**src/rtl/usart_sync_pkg.sv**
```systemverilog
package usart_sync_pkg;

    typedef enum logic [2:0] {
        PH_IDLE,
        PH_WAIT,
        PH_START,
        PH_DATA,
        PH_STOP
    } frame_phase_e;

    typedef struct packed {
        logic nine;
        logic cpol;
        logic cpha;
        logic last_en;
    } line_mode_t;

endpackage

```
**src/rtl/usart_sync_phase.sv**
```systemverilog
module usart_sync_phase #(
    parameter int OS_RATE = 16
) (
    input  logic clk,
    input  logic rst_n,
    input  logic bit_tick,
    input  logic os_tick,
    output logic mid_tick
);
    localparam int CNT_W = $clog2(OS_RATE);
    localparam int HALF  = OS_RATE / 2;

    typedef struct packed {
        logic [CNT_W-1:0] cnt;
    } phase_state_t;

    phase_state_t r_q, r_d;

    always_comb begin
        r_d = r_q;
        if (bit_tick) begin
            r_d.cnt = '0;
        end else if (os_tick && (r_q.cnt != CNT_W'(OS_RATE - 1))) begin
            r_d.cnt = r_q.cnt + 1'b1;
        end
        mid_tick = os_tick && !bit_tick && (r_q.cnt == CNT_W'(HALF - 1));
    end

    always_ff @(posedge clk or negedge rst_n) begin
        if (!rst_n) begin
            r_q <= '0;
        end else begin
            r_q <= r_d;
        end
    end

endmodule

```
**src/rtl/usart_sync_seq.sv**
```systemverilog
module usart_sync_seq
    import usart_sync_pkg::*;
#(
    parameter int DATA_W = 9
) (
    input  logic                      clk,
    input  logic                      rst_n,
    input  logic                      bit_tick,
    input  logic                      mid_tick,
    input  logic                      load,
    input  logic [DATA_W-1:0]         data_in,
    input  logic                      nine_bit,
    input  logic                      cpol,
    input  logic                      cpha,
    input  logic                      last_pulse_en,
    output logic                      txd,
    output logic                      sclk,
    output logic                      cap_en,
    output logic [$clog2(DATA_W)-1:0] cap_idx,
    output logic                      frame_start,
    output logic                      frame_end,
    output frame_phase_e              phase
);
    localparam int IDX_W = $clog2(DATA_W);

    typedef struct packed {
        frame_phase_e      phase;
        line_mode_t        mode;
        logic [DATA_W-1:0] data;
        logic [IDX_W-1:0]  idx;
        logic              act;
        logic              txd;
        logic              sclk;
    } seq_state_t;

    seq_state_t       r_q, r_d;
    logic [IDX_W-1:0] last_idx_d;
    logic [IDX_W-1:0] nxt_idx_d;
    logic             pulsed_d;

    always_comb begin
        r_d         = r_q;
        cap_en      = 1'b0;
        frame_start = 1'b0;
        frame_end   = 1'b0;
        last_idx_d  = r_q.mode.nine ? IDX_W'(DATA_W - 1) : IDX_W'(DATA_W - 2);
        nxt_idx_d   = r_q.idx + 1'b1;
        pulsed_d    = (r_q.idx != last_idx_d) || r_q.mode.last_en;

        case (r_q.phase)
            PH_IDLE: begin
                if (load) begin
                    r_d.phase        = PH_WAIT;
                    r_d.mode.nine    = nine_bit;
                    r_d.mode.cpol    = cpol;
                    r_d.mode.cpha    = cpha;
                    r_d.mode.last_en = last_pulse_en;
                    r_d.data         = data_in;
                end
            end
            PH_WAIT: begin
                if (bit_tick) begin
                    r_d.phase   = PH_START;
                    r_d.txd     = 1'b0;
                    frame_start = 1'b1;
                end
            end
            PH_START: begin
                if (bit_tick) begin
                    r_d.phase = PH_DATA;
                    r_d.idx   = '0;
                    r_d.txd   = r_q.data[0];
                    r_d.act   = r_q.mode.cpha;
                end
            end
            PH_DATA: begin
                if (bit_tick) begin
                    if (r_q.idx == last_idx_d) begin
                        r_d.phase = PH_STOP;
                        r_d.txd   = 1'b1;
                        r_d.act   = 1'b0;
                    end else begin
                        r_d.idx  = nxt_idx_d;
                        r_d.data = r_q.data >> 1;
                        r_d.txd  = r_q.data[1];
                        r_d.act  = r_q.mode.cpha &&
                                   ((nxt_idx_d != last_idx_d) || r_q.mode.last_en);
                    end
                end else if (mid_tick && pulsed_d) begin
                    cap_en  = 1'b1;
                    r_d.act = !r_q.mode.cpha;
                end
            end
            PH_STOP: begin
                if (bit_tick) begin
                    r_d.phase = PH_IDLE;
                    frame_end = 1'b1;
                end
            end
            default: begin
                r_d.phase = PH_IDLE;
                r_d.txd   = 1'b1;
                r_d.act   = 1'b0;
            end
        endcase

        r_d.sclk = (r_d.phase == PH_IDLE) ? cpol : (r_d.mode.cpol ^ r_d.act);
    end

    always_ff @(posedge clk or negedge rst_n) begin
        if (!rst_n) begin
            r_q       <= '0;
            r_q.phase <= PH_IDLE;
            r_q.txd   <= 1'b1;
        end else begin
            r_q <= r_d;
        end
    end

    assign txd     = r_q.txd;
    assign sclk    = r_q.sclk;
    assign cap_idx = r_q.idx;
    assign phase   = r_q.phase;

endmodule

```
**src/rtl/usart_sync_capture.sv**
```systemverilog
module usart_sync_capture #(
    parameter int DATA_W = 9
) (
    input  logic                      clk,
    input  logic                      rst_n,
    input  logic                      rxd,
    input  logic                      cap_en,
    input  logic [$clog2(DATA_W)-1:0] cap_idx,
    input  logic                      frame_start,
    input  logic                      frame_end,
    output logic [DATA_W-1:0]         rx_word,
    output logic                      rx_done
);
    typedef struct packed {
        logic [DATA_W-1:0] sh;
        logic [DATA_W-1:0] word;
        logic              done;
    } cap_state_t;

    cap_state_t r_q, r_d;

    always_comb begin
        r_d      = r_q;
        r_d.done = 1'b0;
        if (frame_start) begin
            r_d.sh = '0;
        end
        if (cap_en) begin
            r_d.sh[cap_idx] = rxd;
        end
        if (frame_end) begin
            r_d.word = r_d.sh;
            r_d.done = 1'b1;
        end
    end

    always_ff @(posedge clk or negedge rst_n) begin
        if (!rst_n) begin
            r_q <= '0;
        end else begin
            r_q <= r_d;
        end
    end

    assign rx_word = r_q.word;
    assign rx_done = r_q.done;

endmodule

```
**src/rtl/usart_sync_tx.sv**
```systemverilog
module usart_sync_tx
    import usart_sync_pkg::*;
#(
    parameter int DATA_W  = 9,
    parameter int OS_RATE = 16
) (
    input  logic              clk,
    input  logic              rst_n,
    input  logic              bit_tick,
    input  logic              os_tick,
    input  logic              load,
    input  logic [DATA_W-1:0] data_in,
    input  logic              nine_bit,
    input  logic              cpol,
    input  logic              cpha,
    input  logic              last_pulse_en,
    input  logic              rxd,
    output logic              txd,
    output logic              sclk,
    output logic [DATA_W-1:0] rx_word,
    output logic              rx_done
);
    localparam int IDX_W = $clog2(DATA_W);

    logic             mid_tick;
    logic             cap_en;
    logic [IDX_W-1:0] cap_idx;
    logic             frame_start;
    logic             frame_end;
    frame_phase_e     phase;

    usart_sync_phase #(.OS_RATE(OS_RATE)) u_phase (
        .clk      (clk),
        .rst_n    (rst_n),
        .bit_tick (bit_tick),
        .os_tick  (os_tick),
        .mid_tick (mid_tick)
    );

    usart_sync_seq #(.DATA_W(DATA_W)) u_seq (
        .clk           (clk),
        .rst_n         (rst_n),
        .bit_tick      (bit_tick),
        .mid_tick      (mid_tick),
        .load          (load),
        .data_in       (data_in),
        .nine_bit      (nine_bit),
        .cpol          (cpol),
        .cpha          (cpha),
        .last_pulse_en (last_pulse_en),
        .txd           (txd),
        .sclk          (sclk),
        .cap_en        (cap_en),
        .cap_idx       (cap_idx),
        .frame_start   (frame_start),
        .frame_end     (frame_end),
        .phase         (phase)
    );

    usart_sync_capture #(.DATA_W(DATA_W)) u_cap (
        .clk         (clk),
        .rst_n       (rst_n),
        .rxd         (rxd),
        .cap_en      (cap_en),
        .cap_idx     (cap_idx),
        .frame_start (frame_start),
        .frame_end   (frame_end),
        .rx_word     (rx_word),
        .rx_done     (rx_done)
    );

endmodule

```
**config.mk**
```make
export PLATFORM = sky130hd
export DESIGN_NAME = usart_sync_tx
export DESIGN_NICKNAME = d
export VERILOG_FILES = /design/src/rtl/usart_sync_pkg.sv /design/src/rtl/usart_sync_phase.sv /design/src/rtl/usart_sync_seq.sv /design/src/rtl/usart_sync_capture.sv /design/src/rtl/usart_sync_tx.sv
export SDC_FILE = /design/constraint.sdc
export NUM_CORES = 1
export LEC_CHECK = 0
export BUFFER_PORTS_ARGS = -buffer_cell sky130_fd_sc_hd__buf_2
export CAP_MARGIN = 20
export CELL_PAD_IN_SITES_DETAIL_PLACEMENT = 1
export CELL_PAD_IN_SITES_GLOBAL_PLACEMENT = 1
export CORE_MARGIN = 4
export CORE_UTILIZATION = 48
export DETAILED_ROUTE_END_ITERATION = 10
export GPL_ROUTABILITY_DRIVEN = 0
export MAX_ROUTING_LAYER = met4
export PLACE_DENSITY_LB_ADDON = 0.1
export SKIP_CTS_REPAIR_TIMING = 1
export SLEW_MARGIN = 10
export SYNTH_ARGS = -nofsm -noshare
export SYNTH_HDL_FRONTEND = slang
export SYNTH_SLANG_ARGS = --single-unit
```
**constraint.sdc**
```tcl
create_clock -name clk -period 3.7 [get_ports clk]
set_input_delay 0.37 -clock clk [delete_from_list [all_inputs] [get_ports clk]]
set_output_delay 0.37 -clock clk [all_outputs]
set_load 0.005 [all_outputs]
```
Yosys cells after proc, flatten, opt, wreduce, memory -nomap -nowiden
Cells that the tools add are included.
Widths: inputs -> output; s select.
{"block": "word_totals", "reg_bits": 46, "out_inout_bits": 12, "wordCells": 91}
{"block": "op_classes", "add_sub_neg": 2, "n_lt_le_gt_ge": 2, "eq_ne": 14, "n_mux": 36, "n_bitwise": 2, "reduce_logical": 21}
{"operator": "$mux 13", "n": 2}
{"operator": "$mux 3", "n": 6}
{"operator": "$mux 9", "n": 2}
{"operator": "$pmux 9 s2", "n": 1}
{"operator": "$mux 16", "n": 1}
{"operator": "$pmux 3 s5", "n": 1}
{"operator": "$mux 1", "n": 13}
{"operator": "$mux 4", "n": 3}
{"operator": "$reduce_and 4->1", "n": 3}
{"operator": "$ne 2x2->1 const B", "n": 5}
{"operator": "$bwmux 9", "n": 1}
{"operator": "$add 4x1->4 const B", "n": 2}
{"operator": "$ne 4x4->1", "n": 2}
{"operator": "$pmux 4 s2", "n": 1}
{"operator": "$eq 3x2->1 const B", "n": 2}
{"operator": "$logic_and 1x1->1", "n": 6}
{"operator": "$logic_not 3->1", "n": 2}
{"operator": "$mux 6", "n": 1}
{"operator": "$reduce_bool 2->1", "n": 3}
{"operator": "$lt 4x5->1 const B", "n": 1}
{"operator": "$demux 1 s4", "n": 1}
{"operator": "$eq 4x3->1 const B", "n": 1}
{"operator": "$eq 4x4->1", "n": 1}
{"operator": "$ge 4x1->1 const B", "n": 1}
{"operator": "13 further kinds", "n": 15}

Longest topological paths before layout
Gate-level depths: netlist (run 1).
{"block": "logic_depth", "word_depth": 9, "ltp_mapped": 8, "ltp_nobuf": 7}

Modules after synthesis
Synthesis (run 1) repeated with hierarchy kept, for this count alone.
{"block": "hier_totals", "hier_cells": 263, "hier_area_um2": 2597.5}
{"mod": "usart_sync_seq", "instances": 1, "cells_per_inst": 153, "area_each_um2": 1448.9, "seq_area_each_um2": 576.8}
{"mod": "usart_sync_capture", "instances": 1, "cells_per_inst": 89, "area_each_um2": 910.9, "seq_area_each_um2": 475.5}
{"mod": "usart_sync_phase", "instances": 1, "cells_per_inst": 21, "area_each_um2": 237.7, "seq_area_each_um2": 100.1}

Worst setup path before layout (run 1)
OpenSTA, ideal clock, no wires.
{"block": "synth_path", "path_kind": "flip-flop to flip-flop", "start": "register u_seq.r_q (netlist bit u_seq.cap_idx[0])", "end": "register u_seq.r_q (netlist bit u_seq.sclk)", "setup_ps": 82, "arrival_time_ps": 2201, "t_required_ps": 3618, "setup_slack_ps": 1417, "stages_incl_launch_ff": 8, "path_buffers": 0, "synth_period_minus_slack_ps": 2283, "cell_sequence": "dfrtp_1 inv_1 ha_1 or2b_2 or4_1 a41o_1 or3_1 a31oi_1"}
{"item": "start, declared", "line": "usart_sync_seq.sv:36", "text": "seq_state_t r_q, r_d;"}
{"item": "start signal, assigned", "line": "usart_sync_seq.sv:116", "text": "r_q <= r_d;"}

==> results of run 1 <==
-- layout make-up --
class | instances | area (um^2) | area share, %
Inverter | 6 | 22.5 | 0.833
Timing Repair Buffer | 33 | 188 | 6.94
Sequential cell | 46 | 1150 | 42.6
Multi-Input combinational cell | 168 | 1170 | 43.2
Clock buffer | 5 | 68.8 | 2.55
Tap cell | 67 | 83.8 | 3.10
Clock inverter | 3 | 21.3 | 0.787
-- registers in the layout (all words and copies together) (netlist names) --
name	count
u_seq.phase	3
u_seq.cap_idx	4
u_seq.sclk	1
u_seq.txd	1
u_seq.r_q	14
u_cap.rx_done	1
u_cap.rx_word	9
u_cap.r_q	9
u_phase.r_q	4
-- final timing paths --
check	slack, ps	to	from	cells past startpoint
setup / recovery	1080	u_cap.rx_word[4]	u_seq.phase[0]	6
hold / removal	300	u_seq.r_q[17]	cpha	2
setup reg to reg	1080	u_cap.rx_word[4]	u_seq.phase[0]	6
hold reg to reg	490	u_seq.r_q[15]	u_seq.r_q[15]	2
max in group asynchronous	2700	u_cap.rx_word[5]	rst_n	3
min in group asynchronous	510	u_phase.r_q[0]	rst_n	2
-- cell usage after synthesis (4+ instances only) --
cell type | number | area [um^2]
a21oi_1 | 13 | 65.1
nor2_1 | 14 | 52.6
buf_4 | 9 | 67.6
nand3_1 | 6 | 30.0
clkbuf_1 | 7 | 26.3
ha_1 | 5 | 62.6
inv_1 | 6 | 22.5
nor3_1 | 5 | 25.0
dfrtp_1 | 45 | 1130
o21ai_0 | 15 | 75.1
nor2b_1 | 11 | 68.8
mux2_4 | 4 | 60.1
and3_1 | 9 | 56.3
nand2_1 | 23 | 86.3
mux2_2 | 18 | 203
-- worst register-to-register path: cells and delay by family, from the launching register on --
kind / cells / cell delay [ps]
muxes: 2 / 580
and+or+nand+nor: 3 / 1050
AOI/OAI and AO/OA: 1 / 210
DFF: 1 / 670
-- per-stage QoR --
stage / cells / utilization, % / hold WS (ps) / setup WS (ps)
after floorplan: 242 / - / 74.4 / 1420
after global placement: 318 / 53.3 / 470 / 1120
after detailed placement: 318 / 53.3 / 475 / 1060
after CTS: 326 / 55.1 / 270 / 1060
after global routing: 328 / 55.8 / 287 / 747
final: 328 / 55.8 / 296 / 1080
-- cell families after synthesis --
logic type | Yosys count | synth area share, %
DFF | 46 | 46.7
xor gates and xnor gates | 4 | 1.42
AOI/OAI and AO/OA | 42 | 9.88
buffers and inverters | 28 | 6.08
muxes | 25 | 12.4
adders and majority gates | 5 | 2.53
and+or+nand+nor | 92 | 21.1
-- where the power goes --
part / internal (uW) / switching [uW] / total [uW]
logic: 245 / 314 / 559
registers: 613 / 142 / 754
clock network: 133 / 175 / 307
-- metal layers --
metal | GRT usage, % | up-vias | part of all wire (%)
li1 | - | 871 | -
met1 | 24.1 | 842 | 48
met2 | 28.7 | 27 | 47
met3 | 3.72 | 5 | 3.3
met4 | 4.56 | 0 | 1.0
met5 | - | - | 0
==> flow_metrics.env, run 1 <==
export IMPL_crit_type="flop to flop"
export IMPL_cts_buffers=5
export IMPL_syn_inst=242
export IMPL_portBuffers=30
export IMPL_rsz0062_at_grt="no"
export IMPL_firstDrtPassIters=4
export IMPL_hold_path_class="input pin to flop"
export IMPL_critPathBufInv=0
export IMPL_clock_skew_ps=2.93
export IMPL_grt_max_degree=47
export IMPL_ant_nets=0
export IMPL_avgViaCountPerCell=5.32
export IMPL_layout_commonest_cell="dfrtp_1"
export IMPL_power_density_nw_per_um2=599
export IMPL_fin_crit_ps=2620
export IMPL_setup_tns_ps=0
export IMPL_final_cell_mix="dfrtp_1 (45), buf_2 (30), nand2_1 (23)"
export IMPL_synth_seq_area_share_pct=46.7
export IMPL_fmax_ghz=0.381
export IMPL_slowest_delay_ps=670
export IMPL_worst_ep_required_time_ps=3890
export IMPL_finalPower_uw=1620
export IMPL_antenna_found_initial=0
export IMPL_syn_cell_area_um2=2470
export IMPL_p_leak_uw=0.00132
export IMPL_grt_use_total_pct=18.2
export IMPL_diodes=0
export IMPL_finalSetupViolations=0
export IMPL_worstSkewPairLatency_ps=300
export IMPL_cts_buffer_depth=2
export IMPL_synth_ff_type="dfrtp_1"
export IMPL_routed_wl_um=5060
export IMPL_cts_sinks=46
export IMPL_critical_path_top_delay_family="simple AND/OR/NAND/NOR gates"
export IMPL_cp_max_fo=19
export IMPL_clockRootBuffer="clkbuf_8"
export IMPL_maxSlewViolCount=0
export IMPL_cpMaxStageDelayCell="dfrtp_1"
export IMPL_synth_edff_count=0
export IMPL_initial_core_util_pct=50.9
export IMPL_grt_pass1_wl_um=8800
export IMPL_worstSetupStartpointType="flop"
export IMPL_tightest_slew_ps=951
export IMPL_core_area_um2=4850
export IMPL_status="finished, final reports clean"
export IMPL_dpl_cell_area_um2=2580
export IMPL_max_cap_violations=0
export IMPL_hpwl_um=3680
export IMPL_n_fill_cell=551
export IMPL_synth_seq_cells=46
export IMPL_first_global_vias=1825
export IMPL_cts_max_level=2
export IMPL_drc=0
export IMPL_ir_drop_mv=0.351
export IMPL_die_x_um=79.7
export IMPL_syn_num_nets=266
export IMPL_grt_overflow_total=0
export IMPL_wl_per_cell_um=15.4
export IMPL_fin_nets=284
export IMPL_relSlewSlack_pct=36.4
export IMPL_min_period_over_period_pct=70.9
export IMPL_cp_end_kind="flop"
export IMPL_dieArea_um2=6360
export IMPL_ioPinCount=31
export IMPL_worstPathArrival_ps=2810
export IMPL_clk_pin_slew_ps=90
export IMPL_synth_async_reset_ratio_pct=100
export IMPL_path_cells="and3b_1, o21ai_1, nor4b_2, nand2_1, mux2_4, mux2_2"
export IMPL_postLayoutCellArea_um2=2700
export IMPL_area_growth_pct=9.47
export IMPL_num_rows=25
export IMPL_cts_tree="done"
export IMPL_drt_iter0_markers=57
export IMPL_die_h_um=79.7
export IMPL_drive_gt1_share_pct=28.0
export IMPL_yosysWarnings=0
export IMPL_synth_cell_types=49
export IMPL_hold_viol_final=0
export IMPL_vias=1745
export IMPL_syn_area_per_cell_um2=10.2
(Power assumes the default switching activity.)
==> inputs of run 2 (changes only) <==
--- a/config.mk
+++ b/config.mk
@@ -5,12 +5,13 @@
 export SDC_FILE = /design/constraint.sdc
 export NUM_CORES = 1
 export LEC_CHECK = 0
+export ABC_AREA = 1
 export BUFFER_PORTS_ARGS = -buffer_cell sky130_fd_sc_hd__buf_2
 export CAP_MARGIN = 20
 export CELL_PAD_IN_SITES_DETAIL_PLACEMENT = 1
 export CELL_PAD_IN_SITES_GLOBAL_PLACEMENT = 1
 export CORE_MARGIN = 4
-export CORE_UTILIZATION = 48
+export CORE_UTILIZATION = 42
 export DETAILED_ROUTE_END_ITERATION = 10
 export GPL_ROUTABILITY_DRIVEN = 0
 export MAX_ROUTING_LAYER = met4
==> constraint.sdc (replaced) <==
create_clock -name clk -period 2.5 [get_ports clk]
set_input_delay 0.25 -clock clk [delete_from_list [all_inputs] [get_ports clk]]
set_output_delay 0.25 -clock clk [all_outputs]
set_load 0.005 [all_outputs]
==> flow_metrics.env, run 2 <==
export IMPL_status="finished, final reports clean"
export IMPL_diodes=0
export IMPL_wl_per_cell_um=13.5
export IMPL_rsz0062_at_grt="no"
export IMPL_synth_most_common_cell="nand2_1"
export IMPL_synth_cell_types=28
export IMPL_worst_ep_required_time_ps=2740
export IMPL_layout_commonest_cell="nand2_1"
export IMPL_vias=2154
export IMPL_cp_max_fo=17
export IMPL_crit_start="u_phase.r_q[0]"
export IMPL_hpwl_um=4470
export IMPL_netlist_top_cells_count="nand2_1 (106), dfrtp_1 (45), inv_1 (39)"
export IMPL_top_register="u_seq.r_q"
export IMPL_tightest_slew_ps=452
export IMPL_ir_drop_mv=0.395
export IMPL_fin_nets=385
export IMPL_die_h_um=86.2
export IMPL_r2r_start="u_phase.r_q[0]"
export IMPL_n_fill_cell=774
export IMPL_antenna_found_initial=0
export IMPL_synth_seq_cells=46
export IMPL_num_rows=28
export IMPL_syn_cell_area_um2=2570
export IMPL_worstSetupStartpointType="flop"
export IMPL_path_cells="ha_1, nand2_1, inv_1, nand2_1, nor2_1, nand3_4, nor2_1, nand2_1, o21ai_2, nand2_1, nand2_1"
export IMPL_ioPinCount=31
export IMPL_syn_num_nets=360
export IMPL_fmax_ghz=0.522
export IMPL_grt_use_total_pct=17.7
export IMPL_reg2regPathDepth=11
export IMPL_portBuffers=30
export IMPL_worstSetupEndpoint="u_cap.rx_word[7]"
export IMPL_routed_wl_um=5910
export IMPL_reg2reg_to="u_cap.rx_word[7]"
export IMPL_hold_viol_final=0
export IMPL_cts_sinks=46
export IMPL_dieArea_um2=7440
export IMPL_worstSkewPairLatency_ps=290
export IMPL_syn_area_per_cell_um2=7.65
export IMPL_finalSetupViolations=0
export IMPL_area_growth_pct=9.49
export IMPL_relSlewSlack_pct=69.9
export IMPL_power_density_nw_per_um2=814
export IMPL_fin_crit_ps=1920
export IMPL_cpMaxStageDelayCell="dfrtp_1"
export IMPL_synth_top_area_cell="dfrtp_1"
export IMPL_die_x_um=86.2
export IMPL_crit_top_cell="nand2_1"
export IMPL_grt_overflow_total=0
export IMPL_cts_tree="done"
export IMPL_cts_max_level=2
export IMPL_synth_async_reset_ratio_pct=100
export IMPL_yosysWarnings=0
export IMPL_maxSlewViolCount=0
export IMPL_largest_reg_flops=14
export IMPL_synth_edff_count=0
export IMPL_netlist_top_cells_area="dfrtp_1 (44%), nand2_1 (15%), o21ai_0 (6.0%)"
export IMPL_synth_top_cell_area_share_pct=43.8
export IMPL_p_leak_uw=0.00143
export IMPL_drt_iter0_markers=78
export IMPL_first_global_vias=2154
export IMPL_grt_pass1_wl_um=10100
export IMPL_cts_buffers=5
export IMPL_synth_seq_area_share_pct=44.8
export IMPL_max_cap_violations=0
export IMPL_final_cell_mix="nand2_1 (106), dfrtp_1 (45), inv_1 (39)"
export IMPL_r2r_slack_ps=580
export IMPL_clockRootBuffer="clkbuf_8"
export IMPL_drive_gt1_share_pct=18.5
export IMPL_slowest_delay_ps=380
export IMPL_cp_end_kind="flop"
export IMPL_cts_buffer_depth=2
export IMPL_clk_pin_slew_ps=80
export IMPL_crit_type="flop to flop"
export IMPL_clock_skew_ps=2.97
export IMPL_worstPathArrival_ps=2150
export IMPL_postLayoutCellArea_um2=2820
export IMPL_grt_max_degree=28
export IMPL_dpl_cell_area_um2=2710
export IMPL_drc=0
export IMPL_syn_inst=336
export IMPL_synth_ff_type="dfrtp_1"
export IMPL_hold_path_class="input pin to flop"
export IMPL_ant_nets=0
export IMPL_core_area_um2=5920
export IMPL_firstDrtPassIters=4
export IMPL_initial_core_util_pct=43.4
export IMPL_setup_tns_ps=0
export IMPL_min_period_over_period_pct=76.6
export IMPL_avgViaCountPerCell=4.93
[run 2: worst max-delay path: cells and delay by family (launching register included)]
kind                     cells  cell delay, ps
AO/OA/AOI/OAI                1              70
adder cells (fa/ha/maj)      1             170
buffers and inverters        1              60
flip-flops                   1             380
AND/OR/NAND/NOR              8            1160
[run 2: power breakdown]
part	switching, uW	total [uW]	internal [uW]
combinational	544	794	251
clock	250	474	224
sequential	110	1020	914
[run 2: kinds of logic after synthesis]
logic type,Yosys count,share of synthesized area [%]
AO/OA/AOI/OAI,53,12.1
adder cells (fa/ha/maj),5,2.43
buffers and inverters,62,11.2
flip-flops,46,44.8
AND/OR/NAND/NOR,170,29.4
[run 2: cell type report]
cell class                 count  area, um^2  share of cell area [%]
sequential                    46        1150                    40.9
multi-input combinational    228        1130                    40.1
inverter                      48         180                    6.40
timing repair buffer          32         168                    5.96
tap                           75        93.8                    3.33
clock buffer                   7        86.3                    3.07
clock inverter                 1        5.00                   0.178
[run 2: worst min-delay path by stage]
stage	endpoint	start	slack (ps)	depth (start not counted)
global route	u_seq.r_q[17]	cpha	160	3
CTS	u_seq.r_q[8]	rst_n	-100	1
global placement	u_seq.r_q[19]	rst_n	240	1
floorplan	u_cap.r_q[10]	rst_n	-50	0
detailed placement	u_seq.r_q[19]	rst_n	240	1
finish	u_seq.r_q[17]	cpha	160	3
[run 2: per-layer routing]
layer	global-route usage (%)	vias up	wire, um
met3	3.23	5	149
met1	22.6	1015	2980
met2	29.0	28	2710
li1	-	1106	-
met4	4.82	0	72
met5	-	-	0
[run 2: per-stage QoR]
stage          cells  total power, uW  hold slack [ps]  setup WS (ps)  util, %
2_1_floorplan    336             1600            -45.6            930        -
3_3_place_gp     428             1800              236            711     45.8
3_5_place_dp     428             1840              236            607     45.8
4_1_cts          436             2330            -95.7            568     47.4
5_1_grt          437             2490              157            373     47.5
6_report         437             2290              157            584     47.5
